==> src/rtl/usbep_pkg.sv <==
package usbep_pkg;
  typedef enum logic [3:0] {
    A_INDEX = 4'd0,
    A_FADDR = 4'd1,
    A_EPCTL = 4'd2,
    A_RXCNT = 4'd3,
    A_RXDAT = 4'd4,
    A_RXCTL = 4'd5,
    A_RXST  = 4'd6,
    A_TXCNT = 4'd7,
    A_TXDAT = 4'd8,
    A_TXCTL = 4'd9,
    A_TXST  = 4'd10,
    A_IFLAG = 4'd11,
    A_IEN   = 4'd12
  } reg_addr_e;
endpackage

==> src/rtl/usbep_fifo.sv <==
module usbep_fifo #(
  parameter int DW    = 8,
  parameter int DEPTH = 8,
  localparam int AW   = $clog2(DEPTH),
  localparam int CW   = AW + 1
) (
  input  logic          clk,
  input  logic          rst,
  input  logic          flush,
  input  logic          push,
  input  logic [DW-1:0] din,
  input  logic          pop,
  output logic [DW-1:0] dout,
  output logic [CW-1:0] count,
  output logic          ovf
);
  logic [DW-1:0] mem [DEPTH];
  logic [AW-1:0] wp, rp;
  logic do_push, do_pop;

  assign do_push = push && (count < CW'(DEPTH));
  assign do_pop  = pop && (count != '0);
  assign dout    = (count != '0) ? mem[rp] : '0;

  always_ff @(posedge clk) begin
    if (do_push) mem[wp] <= din;
  end

  always_ff @(posedge clk) begin
    if (rst || flush) begin
      wp    <= '0;
      rp    <= '0;
      count <= '0;
      ovf   <= 1'b0;
    end else begin
      if (do_push) wp <= wp + 1'b1;
      if (do_pop)  rp <= rp + 1'b1;
      count <= count + CW'(do_push) - CW'(do_pop);
      if (push && !do_push) ovf <= 1'b1;
    end
  end
endmodule

==> src/rtl/usbep_epctl.sv <==
module usbep_epctl #(
  parameter int LW = 4
) (
  input  logic          clk,
  input  logic          rst,
  input  logic          wr_ctl,
  input  logic [1:0]    stall_in,
  input  logic          wr_rxst,
  input  logic          wr_txst,
  input  logic          seq_in,
  input  logic          wr_txcnt,
  input  logic [LW-1:0] len_in,
  input  logic          rx_flush,
  input  logic          tx_flush,
  input  logic          rx_ack,
  input  logic          tx_ack,
  input  logic          flag_clr,
  output logic          rx_stall,
  output logic          tx_stall,
  output logic          rx_seq,
  output logic          tx_seq,
  output logic          armed,
  output logic [LW-1:0] tx_len,
  output logic          flag
);
  always_ff @(posedge clk) begin
    if (rst) begin
      rx_stall <= 1'b0;
      tx_stall <= 1'b0;
      rx_seq   <= 1'b0;
      tx_seq   <= 1'b0;
      armed    <= 1'b0;
      tx_len   <= '0;
      flag     <= 1'b0;
    end else begin
      if (wr_ctl) {rx_stall, tx_stall} <= stall_in;

      if (rx_flush)     rx_seq <= 1'b0;
      else if (wr_rxst) rx_seq <= seq_in;
      else if (rx_ack)  rx_seq <= ~rx_seq;

      if (tx_flush)     tx_seq <= 1'b0;
      else if (wr_txst) tx_seq <= seq_in;
      else if (tx_ack)  tx_seq <= ~tx_seq;

      if (tx_flush) begin
        armed  <= 1'b0;
        tx_len <= '0;
      end else if (wr_txcnt) begin
        armed  <= 1'b1;
        tx_len <= len_in;
      end else if (tx_ack) begin
        armed  <= 1'b0;
      end

      if (rx_ack || tx_ack) flag <= 1'b1;
      else if (flag_clr)    flag <= 1'b0;
    end
  end
endmodule

==> src/rtl/usbep_bank.sv <==
module usbep_bank
  import usbep_pkg::*;
#(
  parameter int NEP   = 4,
  parameter int DEPTH = 8,
  parameter int DW    = 8,
  localparam int EPW  = $clog2(NEP),
  localparam int CW   = $clog2(DEPTH) + 1
) (
  input  logic           clk,
  input  logic           rst,
  input  logic           cpu_we,
  input  logic           cpu_re,
  input  logic [3:0]     cpu_addr,
  input  logic [DW-1:0]  cpu_wdata,
  output logic [DW-1:0]  cpu_rdata,
  input  logic [EPW-1:0] pk_ep,
  input  logic           pk_rx_push,
  input  logic [DW-1:0]  pk_rx_byte,
  input  logic           pk_rx_ack,
  input  logic           pk_tx_pop,
  output logic [DW-1:0]  pk_tx_byte,
  input  logic           pk_tx_ack,
  output logic [CW-1:0]  pk_tx_len,
  output logic           pk_nak,
  output logic           pk_rx_seq,
  output logic           pk_tx_seq,
  output logic           pk_rx_stall,
  output logic           pk_tx_stall,
  output logic           irq
);
  logic [EPW-1:0]           idx;
  logic [6:0]               faddr;
  logic [NEP-1:0]           ien;
  logic [NEP-1:0]           rx_clr_q, tx_clr_q;
  logic [NEP-1:0][CW-1:0]   rx_cnt, tx_cnt, tx_len;
  logic [NEP-1:0][DW-1:0]   rx_dout, tx_dout;
  logic [NEP-1:0]           rx_ovf, rx_seq, tx_seq, rx_stall, tx_stall;
  logic [NEP-1:0]           armed, flag;

  logic wr_any, rd_rxdat;
  assign wr_any   = cpu_we;
  assign rd_rxdat = cpu_re && (cpu_addr == A_RXDAT);

  for (genvar i = 0; i < NEP; i++) begin : g_ep
    logic sel, pk_sel;
    assign sel    = (idx == EPW'(i));
    assign pk_sel = (pk_ep == EPW'(i));

    usbep_fifo #(.DW(DW), .DEPTH(DEPTH)) u_rxq (
      .clk(clk), .rst(rst), .flush(rx_clr_q[i]),
      .push(pk_rx_push && pk_sel), .din(pk_rx_byte),
      .pop(rd_rxdat && sel), .dout(rx_dout[i]),
      .count(rx_cnt[i]), .ovf(rx_ovf[i])
    );

    logic tx_ovf_unused;
    usbep_fifo #(.DW(DW), .DEPTH(DEPTH)) u_txq (
      .clk(clk), .rst(rst), .flush(tx_clr_q[i]),
      .push(wr_any && sel && (cpu_addr == A_TXDAT)), .din(cpu_wdata),
      .pop(pk_tx_pop && pk_sel), .dout(tx_dout[i]),
      .count(tx_cnt[i]), .ovf(tx_ovf_unused)
    );

    usbep_epctl #(.LW(CW)) u_ctl (
      .clk(clk), .rst(rst),
      .wr_ctl(wr_any && sel && (cpu_addr == A_EPCTL)),
      .stall_in(cpu_wdata[7:6]),
      .wr_rxst(wr_any && sel && (cpu_addr == A_RXST)),
      .wr_txst(wr_any && sel && (cpu_addr == A_TXST)),
      .seq_in(cpu_wdata[7]),
      .wr_txcnt(wr_any && sel && (cpu_addr == A_TXCNT)),
      .len_in(cpu_wdata[CW-1:0]),
      .rx_flush(rx_clr_q[i]), .tx_flush(tx_clr_q[i]),
      .rx_ack(pk_rx_ack && pk_sel), .tx_ack(pk_tx_ack && pk_sel),
      .flag_clr(wr_any && (cpu_addr == A_IFLAG) && cpu_wdata[i]),
      .rx_stall(rx_stall[i]), .tx_stall(tx_stall[i]),
      .rx_seq(rx_seq[i]), .tx_seq(tx_seq[i]),
      .armed(armed[i]), .tx_len(tx_len[i]), .flag(flag[i])
    );

    // Self-clearing flush bits: high for exactly one cycle after the write
    always_ff @(posedge clk) begin
      if (rst) begin
        rx_clr_q[i] <= 1'b0;
        tx_clr_q[i] <= 1'b0;
      end else begin
        rx_clr_q[i] <= wr_any && sel && (cpu_addr == A_RXCTL) && cpu_wdata[7];
        tx_clr_q[i] <= wr_any && sel && (cpu_addr == A_TXCTL) && cpu_wdata[7];
      end
    end
  end

  always_ff @(posedge clk) begin
    if (rst) begin
      idx   <= '0;
      faddr <= '0;
      ien   <= '0;
    end else if (wr_any) begin
      case (cpu_addr)
        A_INDEX: idx   <= cpu_wdata[EPW-1:0];
        A_FADDR: faddr <= cpu_wdata[6:0];
        A_IEN:   ien   <= cpu_wdata[NEP-1:0];
        default: ;
      endcase
    end
  end

  always_ff @(posedge clk) begin
    if (rst) begin
      cpu_rdata <= '0;
    end else if (cpu_re) begin
      case (cpu_addr)
        A_INDEX: cpu_rdata <= DW'(idx);
        A_FADDR: cpu_rdata <= {1'b0, faddr};
        A_EPCTL: cpu_rdata <= {rx_stall[idx], tx_stall[idx], 6'b0};
        A_RXCNT: cpu_rdata <= DW'(rx_cnt[idx]);
        A_RXDAT: cpu_rdata <= rx_dout[idx];
        A_RXCTL: cpu_rdata <= {rx_clr_q[idx], 7'b0};
        A_RXST:  cpu_rdata <= {rx_seq[idx], 6'b0, rx_ovf[idx]};
        A_TXCTL: cpu_rdata <= {tx_clr_q[idx], 7'b0};
        A_TXST:  cpu_rdata <= {tx_seq[idx], 6'b0, armed[idx]};
        A_IFLAG: cpu_rdata <= DW'(flag);
        A_IEN:   cpu_rdata <= DW'(ien);
        default: cpu_rdata <= '0;
      endcase
    end
  end

  assign pk_tx_byte  = tx_dout[pk_ep];
  assign pk_tx_len   = tx_len[pk_ep];
  assign pk_nak      = ~armed[pk_ep];
  assign pk_rx_seq   = rx_seq[pk_ep];
  assign pk_tx_seq   = tx_seq[pk_ep];
  assign pk_rx_stall = rx_stall[pk_ep];
  assign pk_tx_stall = tx_stall[pk_ep];
  assign irq         = |(flag & ien);
endmodule

==> config.mk <==
export PLATFORM = sky130hd
export DESIGN_NAME = usbep_bank
export DESIGN_NICKNAME = d
export VERILOG_FILES = /design/src/rtl/usbep_pkg.sv /design/src/rtl/usbep_fifo.sv /design/src/rtl/usbep_epctl.sv /design/src/rtl/usbep_bank.sv
export SDC_FILE = /design/constraint.sdc
export NUM_CORES = 1
export LEC_CHECK = 0
export BUFFER_PORTS_ARGS = -buffer_cell sky130_fd_sc_hd__clkbuf_2
export CAP_MARGIN = 15
export CORE_MARGIN = 3
export CORE_UTILIZATION = 39
export CTS_CLUSTER_SIZE = 20
export DETAILED_ROUTE_END_ITERATION = 6
export PLACE_DENSITY_LB_ADDON = 0.3
export SLEW_MARGIN = 30
export SYNTH_ARGS = -nofsm -noshare
export SYNTH_HDL_FRONTEND = slang
export SYNTH_SLANG_ARGS = --single-unit
==> constraint.sdc <==
create_clock -name clk -period 6.2 [get_ports clk]
set_input_delay 0.93 -clock clk [delete_from_list [all_inputs] [get_ports clk]]
set_output_delay 0.93 -clock clk [all_outputs]
set_load 0.03 [all_outputs]
# After elaboration in Yosys (flattened, before gate mapping)
# Memories as Yosys holds them, arrays and structs flattened. A register that Yosys moved wholly into a read port is not among the register bits.
# Index checks and enable logic that the tools add are counted.
# word_totals
mem_bits_ro,0
ram_bits,512
input_bits,30
latchBits,0
n_memories,8
out_inout_bits,26
ff_bits,153
# classes
addsub,32
reduce_logical,141
n_bitwise,10
mux,107
shifts,0
n_eq_ne,18
multipliers,0
n_lt_le_gt_ge,10
n_div,0
# memory_table
name,words,word_bits,read_ports,rd_clocked_by_memory_dff,wr,line_no,text
g_ep[0].u_rxq.mem,8,8,1,1,1,usbep_fifo.sv:17,logic [DW-1:0] mem [DEPTH];
g_ep[0].u_txq.mem,8,8,1,1,1,usbep_fifo.sv:17,
g_ep[1].u_rxq.mem,8,8,1,1,1,usbep_fifo.sv:17,
g_ep[1].u_txq.mem,8,8,1,1,1,usbep_fifo.sv:17,
g_ep[2].u_rxq.mem,8,8,1,1,1,usbep_fifo.sv:17,
g_ep[2].u_txq.mem,8,8,1,1,1,usbep_fifo.sv:17,
2 more memories,--,--,--,--,--,--,
# op_table
cell,count
8-bit case mux with 11 select lines,1
1-bit logical AND,86
8-bit 2-to-1 mux,10
1-bit 2-to-1 mux,61
3-bit by 1-bit adder with 3-bit output (second input constant),16
3-bit 2-to-1 mux,16
4-bit by 1-bit adder with 4-bit output,8
8-bit binary-select mux with 2-bit select,2
4-bit < comparator (second input constant),8
2-bit nonzero test,16
4-bit nonzero test,8
4-bit by 1-bit subtractor with 4-bit output,8
1-bit binary-select mux with 2-bit select,13
4-bit == test (second input constant),5
4-bit binary-select mux with 2-bit select,2
4-bit by 3-bit == test with 1-bit output (second input constant),4
2-bit OR reduction,8
1-bit logical OR,12
1-bit inverter,9
2-bit == test (second input constant),4
4-bit by 2-bit == test with 1-bit output (second input constant),2
4-bit 2-to-1 mux,2
2-bit by 3-bit < comparator with 1-bit output (second input constant),2
2-bit AND reduction,3
other kinds (7),12

# Longest topological paths before layout
# logic_depth
depth_word,6
mapped_depth,13
mapped_depth_nobuf,13

# Modules after synthesis
# From an unflattened synthesis, not the netlist that was laid out.
# hier_totals
cells_unflattened,2103
hier_area_um2,29747.3
# modules_own_cells
mod,n_inst,area_per_inst_um2,cells_each
usbep_fifo (g_ep[0].u_rxq ...),7,3193.1,210
usbep_fifo (g_ep[3].u_txq),1,3194.3,213
usbep_bank,1,2605.0,264
usbep_epctl,4,399.1,39

# Worst setup path after synthesis
# No wires, ideal clock.
# synth_path
kind,input to output
startpoint,in pk_ep[0]
endpoint,out pk_rx_seq
required_time_ps,5270
path_stages,3
t_arrival_ps,2301
setup_slack_ps,2969
path_buffers,2
cell_sequence,clkbuf_1 buf_1 mux4_2
# synth_via
elab_chain_len,2
# synth_rtl
item,line_no,text
from (decl),usbep_bank.sv:17,"input logic [EPW-1:0] pk_ep,"
1-bit binary-select mux with 2-bit select,usbep_bank.sv:133,assign pk_rx_seq = rx_seq[pk_ep];
1-bit 2-to-1 mux (implied by the code),usbep_bank.sv:133,
to (decl),usbep_bank.sv:26,"output logic pk_rx_seq,"
# No other way between the ends. The select of a mux whose other input is x is not followed.

# Worst setup path after layout
# layout_path
startpoint,in pk_ep[0]
endpoint,out pk_tx_byte[3]
# layout_via
elab_chain_len,2
# layout_rtl
item,line_no,text
8-bit binary-select mux with 2-bit select,usbep_bank.sv:130,assign pk_tx_byte = tx_dout[pk_ep];
8-bit 2-to-1 mux (implied by the code),usbep_bank.sv:130,
to (decl),usbep_bank.sv:22,"output logic [DW-1:0] pk_tx_byte,"
# No other way between the ends. The select of a mux whose other input is x is not followed.

==> run_summary.xml <==
<?xml version="1.0" encoding="UTF-8"?>
<metrics>
  <group name="status">
    <metric name="run_status" unit="">finished, final reports clean</metric>
  </group>
  <group name="pwr">
    <metric name="cellPowerDensity" unit="mW/mm^2">317</metric>
    <metric name="power.ir.vdd_worst" unit="mV">0.239</metric>
    <metric name="internal_power" unit="uW">7870</metric>
    <metric name="share_clk_of_total_power" unit="%">43.7</metric>
    <metric name="comb_power_share" unit="%">6.6</metric>
    <metric name="p_leak" unit="uW">0.0105</metric>
    <metric name="total_switching_power" unit="uW">2320</metric>
    <metric name="power_frac_seq" unit="%">49.8</metric>
    <metric name="sw_ratio" unit="%">22.8</metric>
    <metric name="design_power_total" unit="uW">10200</metric>
  </group>
  <group name="clock_tree">
    <metric name="post_cts.resized_instances" unit="">0</metric>
    <metric name="cts-root-to-sink-buffers" unit="">3</metric>
    <metric name="clk-insertion-delay-late" unit="ps">620</metric>
    <metric name="cts.repair_timing.setup_buffer_count" unit="">0</metric>
    <metric name="cts_buffers" unit="">75</metric>
    <metric name="cts_hold_buffers" unit="">0</metric>
    <metric name="cts_tree" unit="">yes</metric>
    <metric name="clock-sinks" unit="">689</metric>
    <metric name="clkTransAtPathRegs" unit="ps">60</metric>
    <metric name="root_buffer" unit="">clkbuf_16</metric>
    <metric name="cts_max_level" unit="">3</metric>
  </group>
  <group name="logic_synthesis">
    <metric name="synth_nets" unit="">1936</metric>
    <metric name="postSynth.topFlopCell" unit="">edfxtp_1</metric>
    <metric name="ys_top_cells_by_area" unit="">edfxtp_1 54%, dfxtp_1 13%, mux4_2 10%, mux2i_1 3.1%, ha_1 2.5%</metric>
    <metric name="synthesis.instances" unit="">1842</metric>
    <metric name="synthesis.area" unit="sq mm">0.0283</metric>
    <metric name="synth-seq-area-share" unit="%">66.9</metric>
    <metric name="yosys_warnings" unit="">0</metric>
    <metric name="ys_async_sr_fraction" unit="%">0</metric>
    <metric name="netlist-cell-type-count" unit="">64</metric>
    <metric name="fraction_of_synthesized_cell_area_taken_by_the_top_area_cell_type" unit="%">54.4</metric>
    <metric name="synth-edff-count" unit="">512</metric>
    <metric name="synth_top_cell_by_area" unit="">edfxtp_1</metric>
    <metric name="synthesis.area_per_instance" unit="sq um">15.3</metric>
    <metric name="yosys_register_bits" unit="">689</metric>
  </group>
  <group name="hold_path">
    <metric name="worstHoldPathType" unit="">reg -&gt; reg</metric>
    <metric name="hp-start" unit="">faddr[6]$_SDFFE_PP0P_</metric>
    <metric name="hold_path_depth" unit="">2</metric>
    <metric name="min_delay_worst_endpoint" unit="">faddr[6]$_SDFFE_PP0P_</metric>
  </group>
  <group name="drt">
    <metric name="drc_errors" unit="">0</metric>
    <metric name="drt_first_iter_violations" unit="">1385</metric>
    <metric name="route.detailed.wl_per_inst" unit="um">22.5</metric>
    <metric name="total_via_count_after_detailed_routing" unit="">15867</metric>
    <metric name="antenna_left" unit="">0</metric>
    <metric name="vias_per_cell" unit="">5.42</metric>
    <metric name="drt_first_pass_iters" unit="">6</metric>
    <metric name="finalWirelength" unit="um">65800</metric>
  </group>
  <group name="sta">
    <metric name="min_period_over_period" unit="%">66.2</metric>
    <metric name="worst_slew_margin_rel" unit="%">34.4</metric>
    <metric name="period_minus_slack" unit="ps">4110</metric>
    <metric name="clock_skew" unit="ps">32.5</metric>
    <metric name="rsz0062_at_grt" unit="">false</metric>
    <metric name="final-setup-viol-count" unit="">0</metric>
    <metric name="number_of_slew_limit_violations_in_the_final_report" unit="">0</metric>
    <metric name="fmaxAchievable" unit="MHz">244</metric>
    <metric name="hold_viol_final" unit="">0</metric>
    <metric name="worst_slew_pin_slew" unit="ps">980</metric>
    <metric name="setup_tns" unit="ps">0</metric>
  </group>
  <group name="grt">
    <metric name="via_count_of_the_first_global_routing_pass" unit="">15760</metric>
    <metric name="grt_pass1_wl" unit="um">98500</metric>
    <metric name="overflow" unit="">0</metric>
    <metric name="antenna_found_initial" unit="">5</metric>
    <metric name="gr-usage-all-layers" unit="%">17.4</metric>
    <metric name="grt_max_degree" unit="">43</metric>
  </group>
  <group name="floorplan">
    <metric name="die_w" unit="um">275</metric>
    <metric name="design.die.area" unit="sq mm">0.0757</metric>
    <metric name="rows" unit="">98</metric>
    <metric name="die_h" unit="um">275</metric>
    <metric name="io_pins" unit="">56</metric>
    <metric name="start_util" unit="%">39.5</metric>
    <metric name="core-area" unit="sq mm">0.0716</metric>
  </group>
  <group name="worst_setup_path">
    <metric name="rr_worst_depth" unit="">6</metric>
    <metric name="crit_arrival" unit="ps">3180</metric>
    <metric name="critPathLaunchType" unit="">primary input</metric>
    <metric name="reg2reg_slack" unit="ps">2910</metric>
    <metric name="critPathRequiredTime" unit="ps">5270</metric>
    <metric name="reg2reg_to" unit="">g_ep[2].u_txq.mem[5][6]$_DFFE_PP_</metric>
    <metric name="setup.worst_path.class" unit="">in -&gt; out</metric>
    <metric name="highest_net_fanout_along_the_worst_path" unit="">18</metric>
    <metric name="reg2reg_from" unit="">idx[0]$_SDFFE_PP0P_</metric>
    <metric name="worstSetupEndpointType" unit="">output pin</metric>
  </group>
  <group name="placement">
    <metric name="numPortBuffers" unit="">55</metric>
    <metric name="gpl.final_weighted_congestion" unit="">0.890</metric>
    <metric name="detailed_place_hpwl" unit="um">43400</metric>
    <metric name="cell_count_after_placement" unit="">2784</metric>
  </group>
  <group name="layout">
    <metric name="fraction_of_final_layout_cells_sized_beyond_drive_strength_1" unit="%">18.5</metric>
    <metric name="fillers" unit="">6236</metric>
    <metric name="stdcell_count" unit="">2928</metric>
    <metric name="finalNetCount" unit="">2006</metric>
    <metric name="area_growth" unit="%">13.6</metric>
  </group>
  <group name="flow_run">
    <metric name="drv.max_cap_violation_count" unit="">0</metric>
  </group>
</metrics>
==> cells in the final DEF (no fill, tap or decap), types with 9 or more instances in the layout <==
cell	instances
nand2_1	113
a21o_1	10
or2_2	9
xnor2_1	27
o22ai_1	16
mux4_2	131
clkbuf_1	11
nor2_1	179
dfxtp_1	170
xor2_1	25
clkbuf_2	53
clkinv_1	19
buf_4	27
nor2b_1	12
clkinv_2	12
inv_1	79
a221oi_1	21
edfxtp_1	512
a21oi_1	61
nor3_1	19
a31oi_1	12
nand2b_1	30
and3_1	9
o21ai_0	14
clkbuf_16	76
mux2i_1	88
ha_1	56
nor3_2	14
nand3_1	42
==> metrics by stage <==
step | utilization, % | area, sq um | hold slack [ps] | setup slack, ps
finish | 44.8 | 32100 | 462 | 2090
global route | 44.8 | 32100 | 474 | 1910
CTS | 44.8 | 32100 | 458 | 2100
detailed placement | 41.3 | 29600 | 450 | 2110
global placement | 41.2 | 29500 | 450 | 2120
floorplan | - | 28300 | 432 | 2970
==> worst max-delay path: stages <==
cell and delay [ps]:
clkbuf_2 340, nor2_1 670, nand2_1 510, o22ai_1 330, or2_1 170, clkbuf_2 210
==> synth_stat cells, drive strengths merged (8+ instances only) <==
| cell type | count |
|---|---|
| a21o | 10 |
| a21oi | 61 |
| a221oi | 22 |
| a31oi | 12 |
| and3 | 9 |
| buf | 44 |
| clkbuf | 46 |
| dfxtp | 177 |
| edfxtp | 512 |
| fa | 8 |
| ha | 56 |
| inv | 83 |
| mux2i | 88 |
| mux4 | 138 |
| nand2 | 113 |
| nand2b | 30 |
| nand3 | 42 |
| nor2 | 179 |
| nor2b | 12 |
| nor3 | 33 |
| o21ai | 14 |
| o22ai | 16 |
| or2 | 17 |
| xnor2 | 27 |
| xor2 | 25 |
==> registers in the layout (all words and copies together), names as in the netlist, 7 cells and up, named ones only <==
signal / cells
cpu_rdata: 8
g_ep.u_txq.wp: 12
g_ep.u_ctl.tx_len: 16
g_ep.u_rxq.mem: 256
g_ep.u_rxq.wp: 12
faddr: 7
g_ep.u_txq.mem: 256
g_ep.u_rxq.rp: 12
g_ep.u_txq.count: 16
g_ep.u_rxq.count: 16
g_ep.u_txq.rp: 12
==> power by group through the flow <==
| stage | sequential [uW] | combinational, uW | clock (uW) |
|---|---|---|---|
| after global routing | 5080 | 733 | 4730 |
| final | 5070 | 668 | 4450 |
| after CTS | 5070 | 670 | 4530 |
| after global placement | 5170 | 652 | 0 |
| after floorplan | 5130 | 456 | 0 |
| after detailed placement | 5170 | 666 | 0 |
==> layout make-up <==
cell class                 count  area [sq um]  share of cell area [%]
tap                          950          1190                    3.70
timing repair buffer          83           505                    1.57
multi-input combinational    979          8670                    27.0
clock buffer                  87          1940                    6.05
inverter                      84           315                   0.982
clock inverter                52           552                    1.72
sequential                   689         18900                    58.9
antenna                        4          10.0                  0.0312
==> per-layer routing <==
layer	vias to the layer above	global-route usage (%)	routed length, um
met4	2	5.70	1680
li1	7135	-	-
met2	507	27.3	30800
met5	-	0	17
met1	8126	24.1	28700
met3	97	3.84	4610
==> cell families (layout without fill, tap and decap cells) <==
family / Yosys count / after routing / share of synthesized area [%]
DFF: 689 / 689 / 66.9
and+or+nand+nor: 464 / 464 / 7.54
muxes: 230 / 230 / 14.4
buffers and inverters: 174 / 306 / 2.54
AOI/OAI and AO/OA: 169 / 169 / 3.96
adders and majority gates: 64 / 64 / 3.05
xor gates and xnor gates: 52 / 52 / 1.61
other: 0 / 4 / 0
==> worst max path at each step <==
| stage | startpoint | slack, ps | cells past startpoint | endpoint |
|---|---|---|---|---|
| after floorplan | pk_ep[0] | 2970 | 3 | pk_rx_seq |
| after global placement | pk_ep[1] | 2120 | 7 | pk_tx_byte[6] |
| after detailed placement | pk_ep[0] | 2110 | 7 | pk_tx_byte[6] |
| after CTS | pk_ep[0] | 2100 | 7 | pk_tx_byte[6] |
| after global routing | pk_ep[0] | 1910 | 6 | pk_tx_byte[3] |
| final | pk_ep[0] | 2090 | 6 | pk_tx_byte[3] |
No activity file was read; power rests on OpenSTA's default activity.
